===== config.mk =====
export PLATFORM = sky130hd
export DESIGN_NAME = coin_credit_unit
export DESIGN_NICKNAME = d
export VERILOG_FILES = /design/src/rtl/coin_acc_pkg.sv /design/src/rtl/coin_edge_det.sv /design/src/rtl/credit_reg.sv /design/src/rtl/price_cmp.sv /design/src/rtl/coin_credit_unit.sv
export SDC_FILE = /design/constraint.sdc
export NUM_CORES = 1
export LEC_CHECK = 0
export BUFFER_PORTS_ARGS = -buffer_cell sky130_fd_sc_hd__buf_2
export CORE_MARGIN = 5
export CORE_UTILIZATION = 58
export DETAILED_ROUTE_END_ITERATION = 10
export MAX_ROUTING_LAYER = met4
export PLACE_DENSITY = 0.83
export REMOVE_ABC_BUFFERS = 1
export SYNTH_ARGS = -nofsm -noshare
export SYNTH_HDL_FRONTEND = slang
export SYNTH_HIERARCHICAL = 1
export SYNTH_SLANG_ARGS = --single-unit

===== constraint.sdc =====
create_clock -name clk_i -period 5 [get_ports clk_i]
set_input_delay 0.5 -clock clk_i [delete_from_list [all_inputs] [get_ports clk_i]]
set_output_delay 0.5 -clock clk_i [all_outputs]
set_load 0.01 [all_outputs]

===== src/rtl/coin_acc_pkg.sv =====
package coin_acc_pkg;
  typedef enum logic [1:0] {
    COIN_NONE = 2'b00,
    COIN_10C  = 2'b01,
    COIN_50C  = 2'b10,
    COIN_1E   = 2'b11
  } coin_code_e;

  localparam int unsigned UNITS_10C = 1;
  localparam int unsigned UNITS_50C = 5;
  localparam int unsigned UNITS_1E  = 10;
endpackage


===== src/rtl/coin_edge_det.sv =====
module coin_edge_det
  import coin_acc_pkg::*;
#(
  parameter int unsigned ADD_W = 4
) (
  input  logic             clk_i,
  input  logic             rst_ni,
  input  logic             strobe_i,
  input  logic [1:0]       code_i,
  output logic             present_o,
  output logic [ADD_W-1:0] add_o
);
  logic strobe_q;
  logic rise;

  always_ff @(posedge clk_i or negedge rst_ni) begin
    if (!rst_ni) strobe_q <= 1'b0;
    else         strobe_q <= strobe_i;
  end

  assign rise      = strobe_i & ~strobe_q;
  assign present_o = strobe_q;

  always_comb begin
    add_o = '0;
    if (rise) begin
      unique case (coin_code_e'(code_i))
        COIN_10C: add_o = ADD_W'(UNITS_10C);
        COIN_50C: add_o = ADD_W'(UNITS_50C);
        COIN_1E:  add_o = ADD_W'(UNITS_1E);
        default:  add_o = '0;
      endcase
    end
  end

  // held strobe must not add again
  assert_once_per_coin_R2: assert property (@(posedge clk_i) disable iff (!rst_ni)
    (present_o && strobe_i) |-> (add_o == '0));
  assert_present_lag_R8: assert property (@(posedge clk_i) disable iff (!rst_ni)
    strobe_i |=> present_o);
endmodule


===== src/rtl/credit_reg.sv =====
module credit_reg #(
  parameter int unsigned CREDIT_W = 8,
  parameter int unsigned ADD_W    = 4
) (
  input  logic                clk_i,
  input  logic                rst_ni,
  input  logic                clr_i,
  input  logic                dec_i,
  input  logic [ADD_W-1:0]    add_i,
  output logic [CREDIT_W-1:0] credit_o
);
  localparam int unsigned SUM_W = CREDIT_W + 1;
  localparam logic [SUM_W-1:0] MAX_SUM = SUM_W'({CREDIT_W{1'b1}});

  logic [CREDIT_W-1:0] credit_q;
  logic [SUM_W-1:0]    sum;
  logic [CREDIT_W-1:0] credit_d;

  always_comb begin
    sum = {1'b0, credit_q} + SUM_W'(add_i);
    if (dec_i && (credit_q != '0)) sum = sum - SUM_W'(1);
    credit_d = (sum > MAX_SUM) ? {CREDIT_W{1'b1}} : sum[CREDIT_W-1:0];
    if (clr_i) credit_d = '0;
  end

  always_ff @(posedge clk_i or negedge rst_ni) begin
    if (!rst_ni) credit_q <= '0;
    else         credit_q <= credit_d;
  end

  assign credit_o = credit_q;

  assert_clear_wins_R6: assert property (@(posedge clk_i) disable iff (!rst_ni)
    clr_i |=> (credit_q == '0));
  assert_dec_at_zero_R5: assert property (@(posedge clk_i) disable iff (!rst_ni)
    (dec_i && !clr_i && credit_q == '0 && add_i == '0) |=> (credit_q == '0));
  assert_dec_one_R4: assert property (@(posedge clk_i) disable iff (!rst_ni)
    (dec_i && !clr_i && credit_q != '0 && add_i == '0) |=> (credit_q == $past(credit_q) - 1'b1));
  assert_idle_hold_R2: assert property (@(posedge clk_i) disable iff (!rst_ni)
    (!dec_i && !clr_i && add_i == '0) |=> $stable(credit_q));
  assert_no_wrap_R7: assert property (@(posedge clk_i) disable iff (!rst_ni)
    (&credit_q && !dec_i && !clr_i) |=> (&credit_q));
endmodule


===== src/rtl/price_cmp.sv =====
module price_cmp #(
  parameter int unsigned CREDIT_W    = 8,
  parameter int unsigned PRICE_UNITS = 10
) (
  input  logic                clk_i,
  input  logic                rst_ni,
  input  logic [CREDIT_W-1:0] credit_i,
  output logic                below_o,
  output logic                at_o,
  output logic                above_o
);
  localparam logic [CREDIT_W-1:0] PRICE = CREDIT_W'(PRICE_UNITS);

  assign below_o = credit_i < PRICE;
  assign at_o    = credit_i == PRICE;
  assign above_o = credit_i > PRICE;

  assert_one_flag_R3: assert property (@(posedge clk_i) disable iff (!rst_ni)
    $countones({below_o, at_o, above_o}) == 1);
endmodule


===== src/rtl/coin_credit_unit.sv =====
module coin_credit_unit #(
  parameter int unsigned CREDIT_W    = 8,
  parameter int unsigned PRICE_UNITS = 10
) (
  input  logic                clk_i,
  input  logic                rst_ni,
  input  logic                coin_strobe_i,
  input  logic [1:0]          coin_code_i,
  input  logic                clr_credit_i,
  input  logic                dec_credit_i,
  output logic [CREDIT_W-1:0] credit_o,
  output logic                below_price_o,
  output logic                at_price_o,
  output logic                above_price_o,
  output logic                coin_present_o
);
  localparam int unsigned ADD_W = $clog2(coin_acc_pkg::UNITS_1E + 1);

  logic [ADD_W-1:0] coin_add;

  coin_edge_det #(.ADD_W(ADD_W)) u_edge (
    .clk_i     (clk_i),
    .rst_ni    (rst_ni),
    .strobe_i  (coin_strobe_i),
    .code_i    (coin_code_i),
    .present_o (coin_present_o),
    .add_o     (coin_add)
  );

  credit_reg #(.CREDIT_W(CREDIT_W), .ADD_W(ADD_W)) u_credit (
    .clk_i    (clk_i),
    .rst_ni   (rst_ni),
    .clr_i    (clr_credit_i),
    .dec_i    (dec_credit_i),
    .add_i    (coin_add),
    .credit_o (credit_o)
  );

  price_cmp #(.CREDIT_W(CREDIT_W), .PRICE_UNITS(PRICE_UNITS)) u_cmp (
    .clk_i    (clk_i),
    .rst_ni   (rst_ni),
    .credit_i (credit_o),
    .below_o  (below_price_o),
    .at_o     (at_price_o),
    .above_o  (above_price_o)
  );
endmodule


==> results of run 1 <==
==> layout make-up <==
cell class	count	area share (%)
well taps	16	1.90
flip-flops and latches	9	21.4
repair buffers	18	8.56
inverters	4	1.43
multi-input cells	80	64.1
clock buffers	3	2.14
clock inverters	1	0.476
==> where the power goes <==
| group | switching (W) | total (W) | internal (W) |
|---|---|---|---|
| registers | 0.0000592 | 0.000160 | 0.000101 |
| logic | 0.000250 | 0.000448 | 0.000198 |
| clock network | 0.0000288 | 0.0000585 | 0.0000297 |
| total | 0.000338 | 0.000667 | 0.000328 |
==> per-layer routing <==
layer  track usage [%]  up-vias
li1                  -      394
met1              22.9      400
met2              33.7       27
met3              2.11        6
met4              12.2        0
met5                 -        -
==> cell families after synthesis <==
group	count (synthesis)	share of synthesized area (%)
AO/OA/AOI/OAI	23	19.2
XOR/XNOR	10	11.1
adder cells (fa/ha/maj)	8	11.6
buffers and inverters	6	2.84
flip-flops	9	24.3
multiplexers	1	1.08
AND/OR/NAND/NOR	38	29.9
==> synthesized netlist by cell type, drive strengths merged <==
cell type / number / area (um2)
nor2: 5 / 18.8
mux2i: 1 / 10.0
nor4b: 2 / 32.5
nand2: 7 / 33.8
o221ai: 1 / 15.0
o211a: 1 / 10.0
a21oi: 11 / 55.1
nor3: 3 / 15.0
dfrtp: 9 / 225
o211ai: 1 / 12.5
a211oi: 1 / 20.0
nor4: 4 / 37.5
and2: 2 / 15.0
o21ai: 5 / 25.0
o21ba: 1 / 10.0
nand4: 2 / 12.5
a21boi: 2 / 30.0
buf: 2 / 11.3
xnor2: 6 / 60.1
inv: 4 / 15.0
and3b: 3 / 27.5
nand3: 3 / 15.0
ha: 7 / 87.6
fa: 1 / 20.0
xor2: 4 / 42.6
and4bb: 1 / 12.5
and4: 1 / 8.76
nor3b: 5 / 47.5
==> worst paths after layout <==
path                       slack, ns              endpoint  cells after the start                 start
max                             1.95  u_credit/credit_o[1]                     13        coin_code_i[0]
min                             0.06  u_credit/credit_o[5]                      1                rst_ni
max reg2reg                     2.21  u_credit/credit_o[1]                     10      u_edge/present_o
min reg2reg                     0.90  u_credit/credit_o[0]                      3  u_credit/credit_o[0]
max in group asynchronous       4.77  u_credit/credit_o[6]                      1                rst_ni
min in group clk_i              0.37      u_edge/present_o                      1         coin_strobe_i
==> sequential cells by signal (all words and copies together) (netlist names) <==
register           cells
u_credit/credit_o      8
u_edge/present_o       1
==> through the flow <==
step / total power [W] / hold slack (ns) / setup slack, ns / std cells / area (um2)
detailed placement: 0.000605 / 0.352 / 1.67 / 127 / 1020
global route: 0.000720 / 0.0699 / 1.76 / 131 / 1050
finish: 0.000667 / 0.0569 / 1.95 / 131 / 1050
floorplan: 0.000479 / 0.204 / 2.06 / 93 / 915
CTS: 0.000666 / 0.0541 / 1.95 / 131 / 1050
global placement: 0.000586 / 0.347 / 1.83 / 127 / 1020
==> cell usage in the layout, fill, tap and decap left out, types with 2 or more instances in the layout <==
| cell | netlist | layout |
|---|---|---|
| sky130_fd_sc_hd__buf_2 | 0 | 18 |
| sky130_fd_sc_hd__a21oi_1 | 11 | 11 |
| sky130_fd_sc_hd__dfrtp_1 | 9 | 9 |
| sky130_fd_sc_hd__ha_1 | 7 | 7 |
| sky130_fd_sc_hd__nand2_1 | 6 | 6 |
| sky130_fd_sc_hd__nor2_1 | 5 | 5 |
| sky130_fd_sc_hd__xnor2_1 | 5 | 5 |
| sky130_fd_sc_hd__inv_1 | 4 | 4 |
| sky130_fd_sc_hd__clkbuf_4 | 0 | 3 |
| sky130_fd_sc_hd__o21ai_0 | 3 | 3 |
| sky130_fd_sc_hd__nand3_1 | 3 | 3 |
| sky130_fd_sc_hd__xor2_1 | 3 | 3 |
| sky130_fd_sc_hd__nor3b_1 | 3 | 3 |
| sky130_fd_sc_hd__nor3_1 | 3 | 3 |
| sky130_fd_sc_hd__nor4_2 | 2 | 2 |
| sky130_fd_sc_hd__and2_2 | 2 | 2 |
| sky130_fd_sc_hd__o21ai_1 | 2 | 2 |
| sky130_fd_sc_hd__nor4_1 | 2 | 2 |
| sky130_fd_sc_hd__nand4_1 | 2 | 2 |
| sky130_fd_sc_hd__nor3b_2 | 2 | 2 |
| sky130_fd_sc_hd__and3b_1 | 2 | 2 |
==> critical path: cells and delay by family <==
kind,cells,cell delay [ns]
buffers and inverters,3,0.26
XOR/XNOR,1,0.23
adder cells (fa/ha/maj),4,1.26
AO/OA/AOI/OAI,1,0.11
AND/OR/NAND/NOR,4,0.85
==> results.py, run 1 <==
metrics = {
    "detailed_routing": {
        "route.detailed.vias_per_inst": 6.31,
        "router_iterations_before_antenna_repair": 4,
        "met2_length_mm": 1.13,
        "wl_per_cell_um": 17.1,
        "maxUsedRoutingLayer": "met4",
        "final_antenna_net_count": 0,
        "wl_met1_um": 958,
        "detailedRoute.firstIterationViolations": 21,
        "drt_wl_total_mm": 2.24,
        "wl_met3_um": 85,
        "dr_total_vias": 827,
        "drc_errors": 0,
    },
    "sta": {
        "finalCriticalPeriod_ns": 3.05,
        "unrepaired_setup_endpoints_after_global_routing": "no",
        "post-route-period-util_pct": 61.0,
        "fmax_ghz": 0.328,
        "final.setup_skew_ns": 0.00272,
        "finalSetupViolations": 0,
        "fin_setup_tns_ns": 0,
        "worst_slew_pin_slew_ns": 0.501,
        "timing.final.hold_violations": 0,
        "maxSlewHeadroom_pct": 66.3,
        "count_of_pins_over_their_slew_limit": 0,
    },
    "logic_synthesis": {
        "netlist_area_um2": 926,
        "ys_types": 38,
        "seq_area_frac_synth_pct": 24.3,
        "syn_avg_cell_area_um2": 9.75,
        "synthesized_netlist_cell_count": 95,
        "postSynthRegisterBits": 9,
        "yosys_warnings": 6,
    },
    "floorplanning": {
        "initial_core_util_pct": 61.5,
        "die_area_um2": 2500,
        "die_y_um": 50.0,
        "core_region_area_um2": 1510,
        "io_pins": 19,
        "die-width_um": 50.0,
        "rows": 14,
    },
    "setup_path": {
        "critical_path.startpoint_type": "input pin",
        "max_stage_delay_ns": 0.47,
        "timing.critical_path.arrival_ns": 3.20,
        "worst_path_most_repeated_cell": "sky130_fd_sc_hd__ha_1",
        "worstPathCellList": "buf_2 > inv_1 > ha_1 > nor3b_2 > ha_1 > fa_1 > inv_1 > ha_1 > nand2_4 > nor4_2 > nor4b_4 > xor2_2 > a21oi_1",
        "critical_path_class": "in2reg",
        "worst_ep_required_time_ns": 5.15,
        "cpMaxStageDelayCell": "sky130_fd_sc_hd__fa_1",
        "timing.critical_path.fanout_max": 5,
        "end_kind": "flop",
    },
    "global_route": {
        "grt_start_max_net_pins": 10,
        "grt_antenna_before_repair": 0,
        "gr-usage-all-layers_pct": 20.2,
        "first_pass_grt_wire_length_mm": 3.80,
        "global_route.overflow_total": 0,
        "vias_in_the_first_global_route": 873,
    },
    "place": {
        "place_hpwl_mm": 1.82,
        "finalWeightedCongestion": 0.858,
        "numPortBuffers": 18,
    },
    "final_layout": {
        "n_fill_cell": 124,
        "drive_above_1_share_pct": 33.0,
        "ant_cells": 0,
        "area_growth_syn_to_layout_pct": 13.6,
        "multiInputGateArea_um2": 674,
        "regArea_um2": 225,
        "finalNetCount": 131,
        "finalCoreUtilization_pct": 69.9,
    },
    "clock_network": {
        "clock_tree_from_tritoncts": "yes",
        "cts.htree.levels": 1,
        "cts.root.buffer_cell": "sky130_fd_sc_hd__clkbuf_4",
        "count_of_cells_resized_by_post_cts_repair": 0,
        "post_cts.repair.setup_buffers": 0,
        "hold_buffers": 0,
        "number_of_buffers_inserted_during_clock_tree_synthesis": 3,
        "cts_buffer_depth": 2,
        "clock_insertion_delay_worst_skew_ns": 0.27,
        "clkTransAtPathRegs_ns": 0.06,
        "cts_sinks": 9,
    },
    "pwr": {
        "ir_drop_mv": 0.392,
        "pwr_density_cell_nw_per_um2": 634,
        "static_leak_nw": 0.494,
    },
    "worst_hold_path": {
        "timing.hold.worst.class": "in2async",
    },
    "run_status": {
        "status": "finished clean",
    },
    "job": {
        "timing.max_cap.violations": 0,
    },
}
(Power assumes the default switching activity.)
==> run 2: changes to the inputs <==
--- a/config.mk
+++ b/config.mk
@@ -6,11 +6,12 @@
 export NUM_CORES = 1
 export LEC_CHECK = 0
 export BUFFER_PORTS_ARGS = -buffer_cell sky130_fd_sc_hd__buf_2
+export CORE_ASPECT_RATIO = 1.25
 export CORE_MARGIN = 5
-export CORE_UTILIZATION = 58
+export CORE_UTILIZATION = 48
 export DETAILED_ROUTE_END_ITERATION = 10
 export MAX_ROUTING_LAYER = met4
-export PLACE_DENSITY = 0.83
+export PLACE_DENSITY = 0.73
 export REMOVE_ABC_BUFFERS = 1
 export SYNTH_ARGS = -nofsm -noshare
 export SYNTH_HDL_FRONTEND = slang
==> constraint.sdc (replaced) <==
create_clock -name clk_i -period 2.8 [get_ports clk_i]
set_input_delay 0.28 -clock clk_i [delete_from_list [all_inputs] [get_ports clk_i]]
set_output_delay 0.28 -clock clk_i [all_outputs]
set_load 0.01 [all_outputs]
==> results.py, run 2 (synthesis results as in run 1) <==
metrics = {
    "run_status": {
        "status": "finished clean",
    },
    "sta": {
        "finalHoldWorstSlack_ns": 0.177,
        "unrepaired_setup_endpoints_after_global_routing": "no",
        "count_of_pins_over_their_slew_limit": 0,
        "fmax_ghz": 0.373,
        "timing.final.hold_violations": 0,
        "final.setup_skew_ns": 0.00536,
        "finalSetupViolations": 0,
        "post-route-period-util_pct": 95.6,
        "finalCriticalPeriod_ns": 2.68,
        "maxSlewHeadroom_pct": 55.1,
        "worst_slew_pin_slew_ns": 0.664,
    },
    "place": {
        "numPortBuffers": 18,
        "dpl_cell_area_um2": 1080,
        "place_hpwl_mm": 1.80,
        "placed_cells_incl_taps": 137,
        "finalWeightedCongestion": 0.813,
    },
    "final_layout": {
        "most_common_library_cell_in_the_layout_ignoring_fill_and_taps": "sky130_fd_sc_hd__buf_2",
        "n_fill_cell": 166,
        "finalCoreUtilization_pct": 63.3,
        "total_non_filler_cell_area_in_the_finished_layout_um2": 1140,
        "commonest_cells_after_routing_fill_and_taps_aside": "18 x sky130_fd_sc_hd__buf_2, 10 x sky130_fd_sc_hd__a21oi_1, 9 x sky130_fd_sc_hd__dfrtp_1",
        "area_growth_syn_to_layout_pct": 23.6,
        "layoutNonFillerInstCount": 142,
        "drive_above_1_share_pct": 39.0,
        "finalNetCount": 139,
        "ant_cells": 0,
        "largest_reg_flops": 8,
    },
    "detailed_routing": {
        "drt_wl_total_mm": 2.22,
        "dr_total_vias": 822,
        "route.detailed.vias_per_inst": 5.79,
        "drc_errors": 0,
        "router_iterations_before_antenna_repair": 3,
        "final_antenna_net_count": 0,
        "wl_per_cell_um": 15.7,
        "detailedRoute.firstIterationViolations": 6,
    },
    "clock_network": {
        "clock_tree_from_tritoncts": "yes",
        "cts_sinks": 9,
        "cts.root.buffer_cell": "sky130_fd_sc_hd__clkbuf_4",
        "cts.htree.levels": 1,
        "number_of_buffers_inserted_during_clock_tree_synthesis": 3,
        "cts_buffer_depth": 2,
        "clkTransAtPathRegs_ns": 0.05,
        "clock_insertion_delay_worst_skew_ns": 0.26,
        "post_cts.repair.setup_buffers": 0,
    },
    "setup_path": {
        "cpMaxStageDelayCell": "sky130_fd_sc_hd__fa_1",
        "max_stage_delay_ns": 0.47,
        "setup.worst_path.start": "coin_code_i[0]",
        "timing.critical_path.fanout_max": 4,
        "timing.critical_path.arrival_ns": 2.81,
        "critical_path_class": "in2reg",
        "worst_path_dominant_cell_family": "adder cells",
        "worst_path_buffer_plus_inverter_count": 3,
        "worst_ep_required_time_ns": 2.93,
        "end_kind": "flop",
        "worstReg2RegStart": "u_edge/present_o",
        "worstPathCellList": "buf_2 > inv_1 > ha_1 > nor3b_2 > ha_2 > fa_1 > inv_2 > ha_4 > nand2_4 > nor4_4 > nor4b_4 > xor2_2 > a21oi_1",
        "critical_path.startpoint_type": "input pin",
    },
    "global_route": {
        "grt_start_max_net_pins": 10,
        "first_pass_grt_wire_length_mm": 3.85,
        "grt_antenna_before_repair": 0,
        "vias_in_the_first_global_route": 892,
        "global_route.overflow_total": 0,
        "gr-usage-all-layers_pct": 17.5,
    },
    "floorplanning": {
        "die_area_um2": 2910,
        "die-width_um": 49.3,
        "io_pins": 19,
        "die_y_um": 59.1,
        "core_region_area_um2": 1810,
        "initial_core_util_pct": 51.2,
        "rows": 17,
    },
    "pwr": {
        "ir_drop_mv": 0.731,
        "static_leak_nw": 0.528,
        "pwr_density_cell_nw_per_um2": 1100,
    },
    "job": {
        "timing.max_cap.violations": 0,
    },
    "worst_hold_path": {
        "min_from": "coin_strobe_i",
        "timing.hold.worst.class": "in2reg",
    },
}
==> run 2: metal layers <==
| layer | share of wire [%] | up-vias | global-route usage (%) |
|---|---|---|---|
| li1 | - | 409 | - |
| met1 | 41 | 398 | 17.1 |
| met2 | 55 | 8 | 33.9 |
| met3 | 1.7 | 7 | 2.27 |
| met4 | 2.7 | 0 | 7.31 |
| met5 | 0 | - | - |
==> run 2: path summary, 6_finish.rpt <==
path | end | slack [ns] | cells past startpoint
setup reg to reg | u_credit/credit_o[0] | 0.15 | 10
max in group asynchronous | u_edge/present_o | 2.20 | 2
min in group asynchronous | u_credit/credit_o[3] | 0.42 | 2
setup / recovery | u_credit/credit_o[0] | 0.12 | 13
hold reg to reg | u_credit/credit_o[0] | 0.85 | 3
hold / removal | u_edge/present_o | 0.18 | 1
==> run 2: layout make-up <==
| class | count | area, um2 | share of cell area (%) |
|---|---|---|---|
| clock buffers | 4 | 26.3 | 2.30 |
| flip-flops and latches | 9 | 225 | 19.7 |
| well taps | 19 | 23.8 | 2.08 |
| repair buffers | 26 | 153 | 13.3 |
| inverters | 4 | 15.0 | 1.31 |
| multi-input cells | 80 | 702 | 61.3 |
==> run 2: report_power, final <==
group          switching (W)  internal [W]  total (W)  leakage (nW)
Sequential          0.000102      0.000181   0.000283         0.118
Clock              0.0000440     0.0000548  0.0000989        0.0150
Combinational       0.000464      0.000417   0.000880         0.396
==> run 2: stage by stage <==
step                power [W]  setup slack [ns]  TNS [ns]
finish                0.00126             0.123         0
detailed placement    0.00111            -0.169    -0.662
global placement      0.00108            -0.125    -0.491
floorplan            0.000855            0.0836         0
CTS                   0.00122            0.0766         0
global route          0.00137            0.0365         0
==> run 2: worst reg2reg max path, delay by kind of cell (launching register included) <==
family | cells | cell delay (ns)
flip-flops | 1 | 0.41
adder cells (fa/ha/maj) | 3 | 0.83
AND/OR/NAND/NOR | 4 | 0.80
buffers and inverters | 1 | 0.11
XOR/XNOR | 1 | 0.28
AO/OA/AOI/OAI | 1 | 0.10
==> run 2: repair_timing <==
action | CTS | global route
resized for setup | 0 | 6
hold buffers | 1 | 0
endpoints found under the setup margin | 0 | 4
endpoints found under the hold margin | 9 | 0
